[src/rtl/ecp_ext_pkg.sv]
package ecp_ext_pkg;
    typedef enum logic [2:0] {
        MODE_COMPAT  = 3'd0,
        MODE_BYTE    = 3'd1,
        MODE_PFIFO   = 3'd2,
        MODE_XFIFO   = 3'd3,
        MODE_ENH     = 3'd4,
        MODE_RSVD    = 3'd5,
        MODE_FTEST   = 3'd6,
        MODE_CONFIG  = 3'd7
    } ecp_mode_e;

    localparam logic [2:0] OFS_DATA = 3'd0;
    localparam logic [2:0] OFS_CFGB = 3'd1;
    localparam logic [2:0] OFS_CTRL = 3'd2;
endpackage

[src/rtl/ecp_test_fifo.sv]
module ecp_test_fifo #(
    parameter int DATA_W = 8,
    parameter int DEPTH  = 2
) (
    input  logic              clk,
    input  logic              rst_n,
    input  logic              push,
    input  logic              pop,
    input  logic              flush,
    input  logic [DATA_W-1:0] wdata,
    output logic [DATA_W-1:0] rdata,
    output logic              empty,
    output logic              full
);
    localparam int PTR_W = (DEPTH > 1) ? $clog2(DEPTH) : 1;
    localparam int CNT_W = $clog2(DEPTH + 1);
    localparam logic [PTR_W-1:0] LAST_SLOT = PTR_W'(DEPTH - 1);

    typedef struct packed {
        logic [DEPTH-1:0][DATA_W-1:0] mem;
        logic [PTR_W-1:0]             wptr;
        logic [PTR_W-1:0]             rptr;
        logic [CNT_W-1:0]             cnt;
        logic [DATA_W-1:0]            last;
    } fifo_st_t;

    fifo_st_t st_d, st_q;

    always_comb begin
        st_d = st_q;
        if (flush) begin
            st_d.wptr = '0;
            st_d.rptr = '0;
            st_d.cnt  = '0;
        end else if (push && !full) begin
            st_d.mem[st_q.wptr] = wdata;
            st_d.wptr = (st_q.wptr == LAST_SLOT) ? '0 : st_q.wptr + 1'b1;
            st_d.cnt  = st_q.cnt + 1'b1;
        end else if (pop && !empty) begin
            st_d.last = st_q.mem[st_q.rptr];
            st_d.rptr = (st_q.rptr == LAST_SLOT) ? '0 : st_q.rptr + 1'b1;
            st_d.cnt  = st_q.cnt - 1'b1;
        end
    end

    always_ff @(posedge clk or negedge rst_n) begin
        if (!rst_n) st_q <= '0;
        else        st_q <= st_d;
    end

    assign empty = (st_q.cnt == '0);
    assign full  = (st_q.cnt == CNT_W'(DEPTH));
    assign rdata = empty ? st_q.last : st_q.mem[st_q.rptr];

    assert_cnt_bound_R5: assert property (@(posedge clk) disable iff (!rst_n)
        st_q.cnt <= CNT_W'(DEPTH));
    assert_full_drop_R7: assert property (@(posedge clk) disable iff (!rst_n)
        (push && full && !flush) |=> (full && $stable(st_q.wptr)));
    assert_empty_hold_R8: assert property (@(posedge clk) disable iff (!rst_n)
        (pop && empty && !push && !flush) |=> (empty && $stable(rdata)));
    assert_flush_empty_R9: assert property (@(posedge clk) disable iff (!rst_n)
        flush |=> empty);
endmodule

[src/rtl/ecp_ctrl_regs.sv]
module ecp_ctrl_regs
    import ecp_ext_pkg::*;
#(
    parameter int DATA_W = 8
) (
    input  logic              clk,
    input  logic              rst_n,
    input  logic              wr_en,
    input  logic [2:0]        addr,
    input  logic [DATA_W-1:0] wdata,
    output ecp_mode_e         mode,
    output logic [DATA_W-1:0] cfgb,
    output logic [DATA_W-1:0] plain,
    output logic              flush
);
    localparam int MODE_LSB = DATA_W - 3;

    typedef struct packed {
        ecp_mode_e         mode;
        logic [DATA_W-1:0] cfgb;
        logic [DATA_W-1:0] plain;
    } regs_st_t;

    regs_st_t st_d, st_q;
    ecp_mode_e new_mode;

    always_comb begin
        new_mode = ecp_mode_e'(wdata[DATA_W-1:MODE_LSB]);
        st_d  = st_q;
        flush = 1'b0;
        if (wr_en) begin
            unique case (addr)
                OFS_DATA: if (st_q.mode != MODE_FTEST) st_d.plain = wdata;
                OFS_CFGB: st_d.cfgb = wdata;
                OFS_CTRL: begin
                    flush     = (new_mode != st_q.mode);
                    st_d.mode = new_mode;
                end
                default: ;
            endcase
        end
    end

    always_ff @(posedge clk or negedge rst_n) begin
        if (!rst_n) st_q <= '{mode: MODE_COMPAT, cfgb: '0, plain: '0};
        else        st_q <= st_d;
    end

    assign mode  = st_q.mode;
    assign cfgb  = st_q.cfgb;
    assign plain = st_q.plain;

    assert_mode_replace_R2: assert property (@(posedge clk) disable iff (!rst_n)
        (wr_en && addr == OFS_CTRL) |=> (mode == $past(wdata[DATA_W-1:MODE_LSB])));
    assert_cfgb_store_R11: assert property (@(posedge clk) disable iff (!rst_n)
        (wr_en && addr == OFS_CFGB) |=> (cfgb == $past(wdata)));
    assert_hi_ofs_inert_R1: assert property (@(posedge clk) disable iff (!rst_n)
        (wr_en && addr > OFS_CTRL) |=> ($stable(mode) && $stable(cfgb) && $stable(plain)));
endmodule

[src/rtl/ecp_ext_ctrl.sv]
module ecp_ext_ctrl
    import ecp_ext_pkg::*;
#(
    parameter int DATA_W     = 8,
    parameter int FIFO_DEPTH = 2
) (
    input  logic              clk,
    input  logic              rst_n,
    input  logic              wr_en,
    input  logic              rd_en,
    input  logic [2:0]        addr,
    input  logic [DATA_W-1:0] wdata,
    output logic [DATA_W-1:0] rdata
);
    localparam int PAD_W = DATA_W - 5;

    ecp_mode_e         mode;
    logic [DATA_W-1:0] cfgb, plain, fifo_rdata;
    logic              flush, fifo_empty, fifo_full;
    logic              rd_eff, is_ftest, push, pop;

    assign rd_eff   = rd_en && !wr_en;
    assign is_ftest = (mode == MODE_FTEST);
    assign push     = wr_en  && (addr == OFS_DATA) && is_ftest;
    assign pop      = rd_eff && (addr == OFS_DATA) && is_ftest;

    ecp_ctrl_regs #(.DATA_W(DATA_W)) u_regs (
        .clk(clk), .rst_n(rst_n), .wr_en(wr_en), .addr(addr), .wdata(wdata),
        .mode(mode), .cfgb(cfgb), .plain(plain), .flush(flush)
    );

    ecp_test_fifo #(.DATA_W(DATA_W), .DEPTH(FIFO_DEPTH)) u_fifo (
        .clk(clk), .rst_n(rst_n), .push(push), .pop(pop), .flush(flush),
        .wdata(wdata), .rdata(fifo_rdata), .empty(fifo_empty), .full(fifo_full)
    );

    always_comb begin
        unique case (addr)
            OFS_DATA: rdata = is_ftest ? fifo_rdata : plain;
            OFS_CFGB: rdata = cfgb;
            OFS_CTRL: rdata = {mode, {PAD_W{1'b0}}, fifo_full, fifo_empty};
            default:  rdata = '1;
        endcase
    end

    assert_status_excl_R6: assert property (@(posedge clk) disable iff (!rst_n)
        $onehot0({fifo_full, fifo_empty}));
    assert_both_no_pop_R10: assert property (@(posedge clk) disable iff (!rst_n)
        (wr_en && rd_en && addr == OFS_DATA && is_ftest && !fifo_full) |=> !fifo_empty);
endmodule

[config.mk]
export PLATFORM = sky130hd
export DESIGN_NAME = ecp_ext_ctrl
export DESIGN_NICKNAME = d
export VERILOG_FILES = /design/src/rtl/ecp_ext_pkg.sv /design/src/rtl/ecp_test_fifo.sv /design/src/rtl/ecp_ctrl_regs.sv /design/src/rtl/ecp_ext_ctrl.sv
export SDC_FILE = /design/constraint.sdc
export NUM_CORES = 1
export LEC_CHECK = 0
export ABC_AREA = 1
export BUFFER_PORTS_ARGS = -buffer_cell sky130_fd_sc_hd__buf_2
export CAP_MARGIN = 20
export CELL_PAD_IN_SITES_DETAIL_PLACEMENT = 0
export CELL_PAD_IN_SITES_GLOBAL_PLACEMENT = 1
export CORE_MARGIN = 3
export CORE_UTILIZATION = 39
export CTS_BUF_LIST = sky130_fd_sc_hd__clkbuf_16
export DETAILED_ROUTE_END_ITERATION = 6
export PLACE_DENSITY = 0.78
export SYNTH_ARGS = -nofsm -noshare
export SYNTH_HDL_FRONTEND = slang
export SYNTH_SLANG_ARGS = --single-unit
[constraint.sdc]
create_clock -name clk -period 1.5 [get_ports clk]
set_clock_uncertainty 0.15 [all_clocks]
set_input_delay 0.15 -clock clk [delete_from_list [all_inputs] [get_ports clk]]
set_output_delay 0.15 -clock clk [all_outputs]
set_load 0.005 [all_outputs]
After elaboration in Yosys (flattened, before gate mapping)
Cells that the tools add are included.
{"block": "totals", "register_bits": 47, "in_bits": 15, "out_inout_bits": 8, "word_cells": 64}
{"block": "op_classes", "addsub": 4, "n_lt_le_gt_ge": 3, "eq_ne": 7, "mux": 17, "n_bitwise": 2, "reduce_logical": 22}
{"cell": "8-bit 2-to-1 mux", "count": 5}
{"cell": "8-bit one-hot mux with 3 select lines", "count": 1}
{"cell": "16-bit bitwise mux", "count": 1}
{"cell": "11-bit 2-to-1 mux", "count": 1}
{"cell": "8-bit demux with 1-bit select", "count": 1}
{"cell": "1-bit logical AND", "count": 8}
{"cell": "2-bit AND reduction", "count": 4}
{"cell": "1-bit 2-to-1 mux", "count": 6}
{"cell": "3-bit AND reduction", "count": 2}
{"cell": "1-bit by 2-bit less-than comparator with 1-bit output (second input constant)", "count": 2}
{"cell": "4-bit 2-to-1 mux", "count": 1}
{"cell": "2-bit nonzero test", "count": 2}
{"cell": "3-bit by 1-bit equality test with 1-bit output (second input constant)", "count": 1}
{"cell": "3-bit by 2-bit equality test with 1-bit output (second input constant)", "count": 1}
{"cell": "3-bit equality test (second input constant)", "count": 1}
{"cell": "1-bit logical NOT", "count": 3}
{"cell": "3-bit logical NOT", "count": 1}
{"cell": "3-bit inequality test", "count": 1}
{"cell": "3-bit inequality test (second input constant)", "count": 1}
{"cell": "3-bit nonzero test", "count": 1}
{"cell": "1-bit adder (second input constant)", "count": 2}
{"cell": "2-bit by 1-bit adder with 2-bit output (second input constant)", "count": 1}
{"cell": "2-bit equality test (second input constant)", "count": 1}
{"cell": "2-bit logical NOT", "count": 1}
{"cell": "5 further kinds", "count": 6}

Longest topological paths before layout
{"block": "logic_depth", "ltp_word": 8, "ltp_mapped": 10, "depth_no_buf": 9}

Hierarchy
Synthesis repeated with hierarchy kept, for this count alone.
{"block": "hier_totals", "cells_unflattened": 365, "area_unflattened_um2": 2758.9}
{"mod": "ecp_test_fifo", "n_inst": 1, "cells_per_inst": 174, "area_each_um2": 1458.9, "seq_area_each_um2": 700.7}
{"mod": "ecp_ctrl_regs", "n_inst": 1, "cells_per_inst": 96, "area_each_um2": 867.1, "seq_area_each_um2": 475.5}
{"mod": "ecp_ext_ctrl", "n_inst": 1, "cells_per_inst": 95, "area_each_um2": 432.9, "seq_area_each_um2": 0.0}

Worst setup path before layout
Ideal clock, no wire load.
{"block": "synth_timing", "kind": "register -> output", "from": "reg u_fifo.st_q[8] (netlist bit)", "to": "out rdata[1]", "arrival_time_ns": 1.365, "t_required_ns": 1.200, "setup_slack_ns": -0.165, "stages_incl_launch_ff": 11, "path_buffers": 1, "cell_sequence": "dfrtp_1 inv_1 ha_1 inv_1 clkbuf_1 nor2_1 nor2_1 nand2_1 nand2_1 nand2_1 nand2_1"}
{"block": "synth_between", "elab_chain_cells": 4, "word_cells_on_any_way": 5, "cone_classes": "1 x eq/ne; 3 x mux; 1 x reduce/logical"}
{"element": "start, declared", "line_no": "ecp_test_fifo.sv:27", "rtl": "fifo_st_t st_d, st_q;"}
{"element": "start signal, assigned", "line_no": "ecp_test_fifo.sv:48", "rtl": "else st_q <= st_d;"}
{"element": "2-bit logical NOT", "line_no": "ecp_test_fifo.sv:51", "rtl": "assign empty = (st_q.cnt == '0);"}
{"element": "8-bit 2-to-1 mux", "line_no": "ecp_test_fifo.sv:53", "rtl": "assign rdata = empty ? st_q.last : st_q.mem[st_q.rptr];"}
{"element": "8-bit 2-to-1 mux", "line_no": "ecp_ext_ctrl.sv:39", "rtl": "OFS_DATA: rdata = is_ftest ? fifo_rdata : plain;"}
{"element": "8-bit one-hot mux with 3 select lines *", "line_no": "ecp_ext_ctrl.sv:38", "rtl": "unique case (addr)"}
{"element": "end, declared", "line_no": "ecp_ext_ctrl.sv:13", "rtl": "output logic [DATA_W-1:0] rdata"}
Every way passes the cells marked *; elsewhere a longest branch is shown, timed or not.

Worst setup path in the final report
{"block": "layout_timing", "from": "reg u_regs.st_q, in the netlist u_regs.mode[1]", "to": "out rdata[2]"}
{"block": "layout_between", "elab_chain_cells": 3}
{"element": "start, declared", "line_no": "ecp_ctrl_regs.sv:24", "rtl": "regs_st_t st_d, st_q;"}
{"element": "start signal, assigned", "line_no": "ecp_ctrl_regs.sv:45", "rtl": "if (!rst_n) st_q <= '{mode: MODE_COMPAT, cfgb: '0, plain: '0};"}
{"element": "start signal, assigned", "line_no": "ecp_ctrl_regs.sv:46", "rtl": "else st_q <= st_d;"}
{"element": "3-bit equality test", "line_no": "ecp_ext_ctrl.sv:23", "rtl": "assign is_ftest = (mode == MODE_FTEST);"}
{"element": "8-bit 2-to-1 mux", "line_no": "ecp_ext_ctrl.sv:39"}
{"element": "8-bit one-hot mux with 3 select lines", "line_no": "ecp_ext_ctrl.sv:38"}
No other way between the ends.

==> flow_summary.ini <==
[clock_network]
cts.sinks = 47
cts-root-buf = clkbuf_16
clkTransAtPathRegs_ps = 70
clock_latency_ps = 280
cts_tree = done
cts_buffer_depth = 2
numCtsBuffers = 5
cts_max_level = 2

[logic_synthesis]
yosysTopAreaCell = dfrtp_1
synthMuxAreaShare = 0
synth-simple-area-share = 0.285
syn_avg_cell_area_um2 = 7.88
synth_top_cell_area_share = 0.468
synth_xor_area_frac = 0.00348
synth_compound_area_frac = 0.151
ys_types = 25
ys_ff_latch = 47
syn_nets = 336
yosysWarnings = 0
synthesis.instances = 319
ys_seq_area_frac = 0.468
synth_commonest_cells = nand2_1, dfrtp_1, inv_1
synth_edf_count = 0
synth_most_common_cell = nand2_1
synth_area_um2 = 2510
synth_area_leaders = dfrtp_1, nand2_1, o21ai_2
synth_top_family_by_area = simple AND/OR/NAND/NOR gates
synth_adder_area_share = 0.00995
yosys_most_used_dff = dfrtp_1
async_flop_share = 1.00

[timing]
tightest_slew_ps = 343
hold_violations = 0
rsz0062_at_grt = yes
setup_slack_ps = -368
max-slew-margin-rel = 0.772
post-route-period-util = 1.25
setup_viol = 44
final_max_slew_viol_count = 0
fmax_mhz = 535
period_minus_slack_ps = 1870

[critical_path]
worstSetupEndpointType = output port
path_class = flop to output port
crit_family = flip-flops
cp_cell_sequence = nand3_4 > buf_4 > a21oi_2 > o21ai_2 > nand2_1 > nand3_2 > buf_2
cp_num_buf_inv = 2
r2r_setup_slack_ps = -230
r2r_cells = 9
critPathRequiredTime_ps = 1200
cpPeakStageDelay_ps = 480
worstSetupStartpointType = flop
critPathSlowestCell = dfrtp_1
worstPathMaxFanout = 5
arrival_ps = 1570
timing.rr.end = u_fifo.st_q[23]
r2r_start = u_regs.mode[0]

[layout]
nets = 425
seq_area_um2 = 1180
n_antenna_cell = 0
fillers = 540
syn2layout_area_growth_pct = 53.8
drive_above_1_share = 0.457
multi_input_area_um2 = 1520

[routing]
drt_iter0_drc = 161
antenna_left = 0
vias = 2422
wl_met3_um = 253
met2_length_mm = 3.70
routed_via_density = 5.00
drt-met1-wl_mm = 3.51
finalWirelength_mm = 7.58
drc_errors = 0
highest_layer = met4
wire_per_inst_um = 15.7
drt_first_pass_iters = 5

[floorplanning]
dieArea_um2 = 7450
fp.dieH_um = 86.3
die_w_um = 86.3
rows = 28
ios = 23
core_area_um2 = 6100
start_util = 0.413

[global_routing]
grt_pass1_wl_mm = 12.3
antenna_found_initial = 0
gr-usage-all-layers = 0.213
grt_max_degree = 48
grt-ovfl-total = 0
grt_pass1_vias = 2453

[power_and_ir_drop]
ir_drop_mv = 0.727
totalPowerFinal_mw = 4.39
total_leakage_power_nw = 1.93
power.density_nw_per_um2 = 1140

[job]
max_cap_viol_count = 0

[placement]
pre_cts_slack_ps = -151
dpl.hpwl_mm = 4.44
port_buffers = 22
gp_congestion = 0.819

[outcome]
violations = negative setup slack
outcome = finished, violations left

[min_path]
hold_class = primary input to asynchronous set/reset pin
==> state kept, by name, indices dropped and copies added, names as in the netlist <==
name / count
u_fifo.st_q: 28
u_regs.cfgb: 8
u_regs.mode: 3
u_regs.plain: 8
==> cell families after synthesis <==
logic type / after synthesis
flops: 47
simple gates: 157
fa+ha+maj: 2
buf+inv: 48
compound gates: 64
xor+xnor: 1
==> cell type report <==
class / instances / area share
Clock inverter: 3 / 0.00517
Inverter: 40 / 0.0414
Tap cell: 75 / 0.0243
Timing Repair inverter: 1 / 0.000970
Multi-Input combinational cell: 230 / 0.393
Timing Repair Buffer: 83 / 0.199
Sequential cell: 47 / 0.304
Clock buffer: 5 / 0.0323
==> power breakdown <==
group          switching (mW)  internal (mW)  total (mW)
logic                   0.853          0.804        1.66
registers               0.153           1.48        1.63
clock network           0.488          0.615        1.10
==> what timing repair did <==
action	in CTS	in global routing
setup buffers	14	7
endpoints found under the hold margin	57	0
gates cloned	8	1
gates resized for setup	43	66
endpoints found under the setup margin	44	44
pin swaps	16	22
hold buffers	9	0
==> worst reg2reg max path: cells and delay by family, from the launching register on <==
kind,cells,cell delay (ps)
compound gates,1,50
buf+inv,4,510
flops,1,390
simple gates,4,520
==> routing by layer <==
layer  track usage  vias up
met5             0        -
met3        0.0333       13
met4        0.0453        0
met1         0.301     1141
met2         0.349       59
li1              -     1209
==> layout by cell type (no fill, tap or decap), types with 3 or more instances in the layout <==
cell,synthesis,layout
nand3b_4,1,3
inv_1,37,31
buf_6,3,7
o21ai_2,16,34
clkbuf_16,0,6
o21ai_1,15,8
nor2_2,2,3
nand3_2,0,6
nand2_1,113,82
nand3_1,13,7
buf_12,0,11
dfrtp_1,47,46
nand2_2,2,24
buf_2,1,23
dlygate4sd3_1,0,9
nor2_1,17,14
nand2_4,2,10
nand3_4,2,4
buf_4,1,32
nand2_8,0,3
a21oi_1,9,7
o21ai_0,24,13
inv_2,3,8
==> per-stage QoR <==
stage                     std cells  area [µm²]  setup TNS [ps]  hold WS, ps  utilization
after detailed placement        438        2960           -5290         7.85        0.486
after CTS                       476        3550           -5670          243        0.583
after floorplan                 319        2540               0         -296            -
final                           484        3870           -8380          216        0.635
after global placement          438        2960           -4460         11.5        0.486
after global routing            484        3870          -11520          253        0.635
==> worst max-delay path by stage <==
stage,from,endpoint,cells past startpoint
global route,u_fifo.st_q[8],rdata[7],10
global placement,u_fifo.st_q[8],rdata[0],9
finish,u_regs.mode[1],rdata[2],7
CTS,u_fifo.st_q[8],rdata[2],8
floorplan,u_fifo.st_q[8],u_fifo.st_q[10],7
detailed placement,u_regs.mode[2],u_regs.plain[1],4
Power figures use the tool's default switching activity.
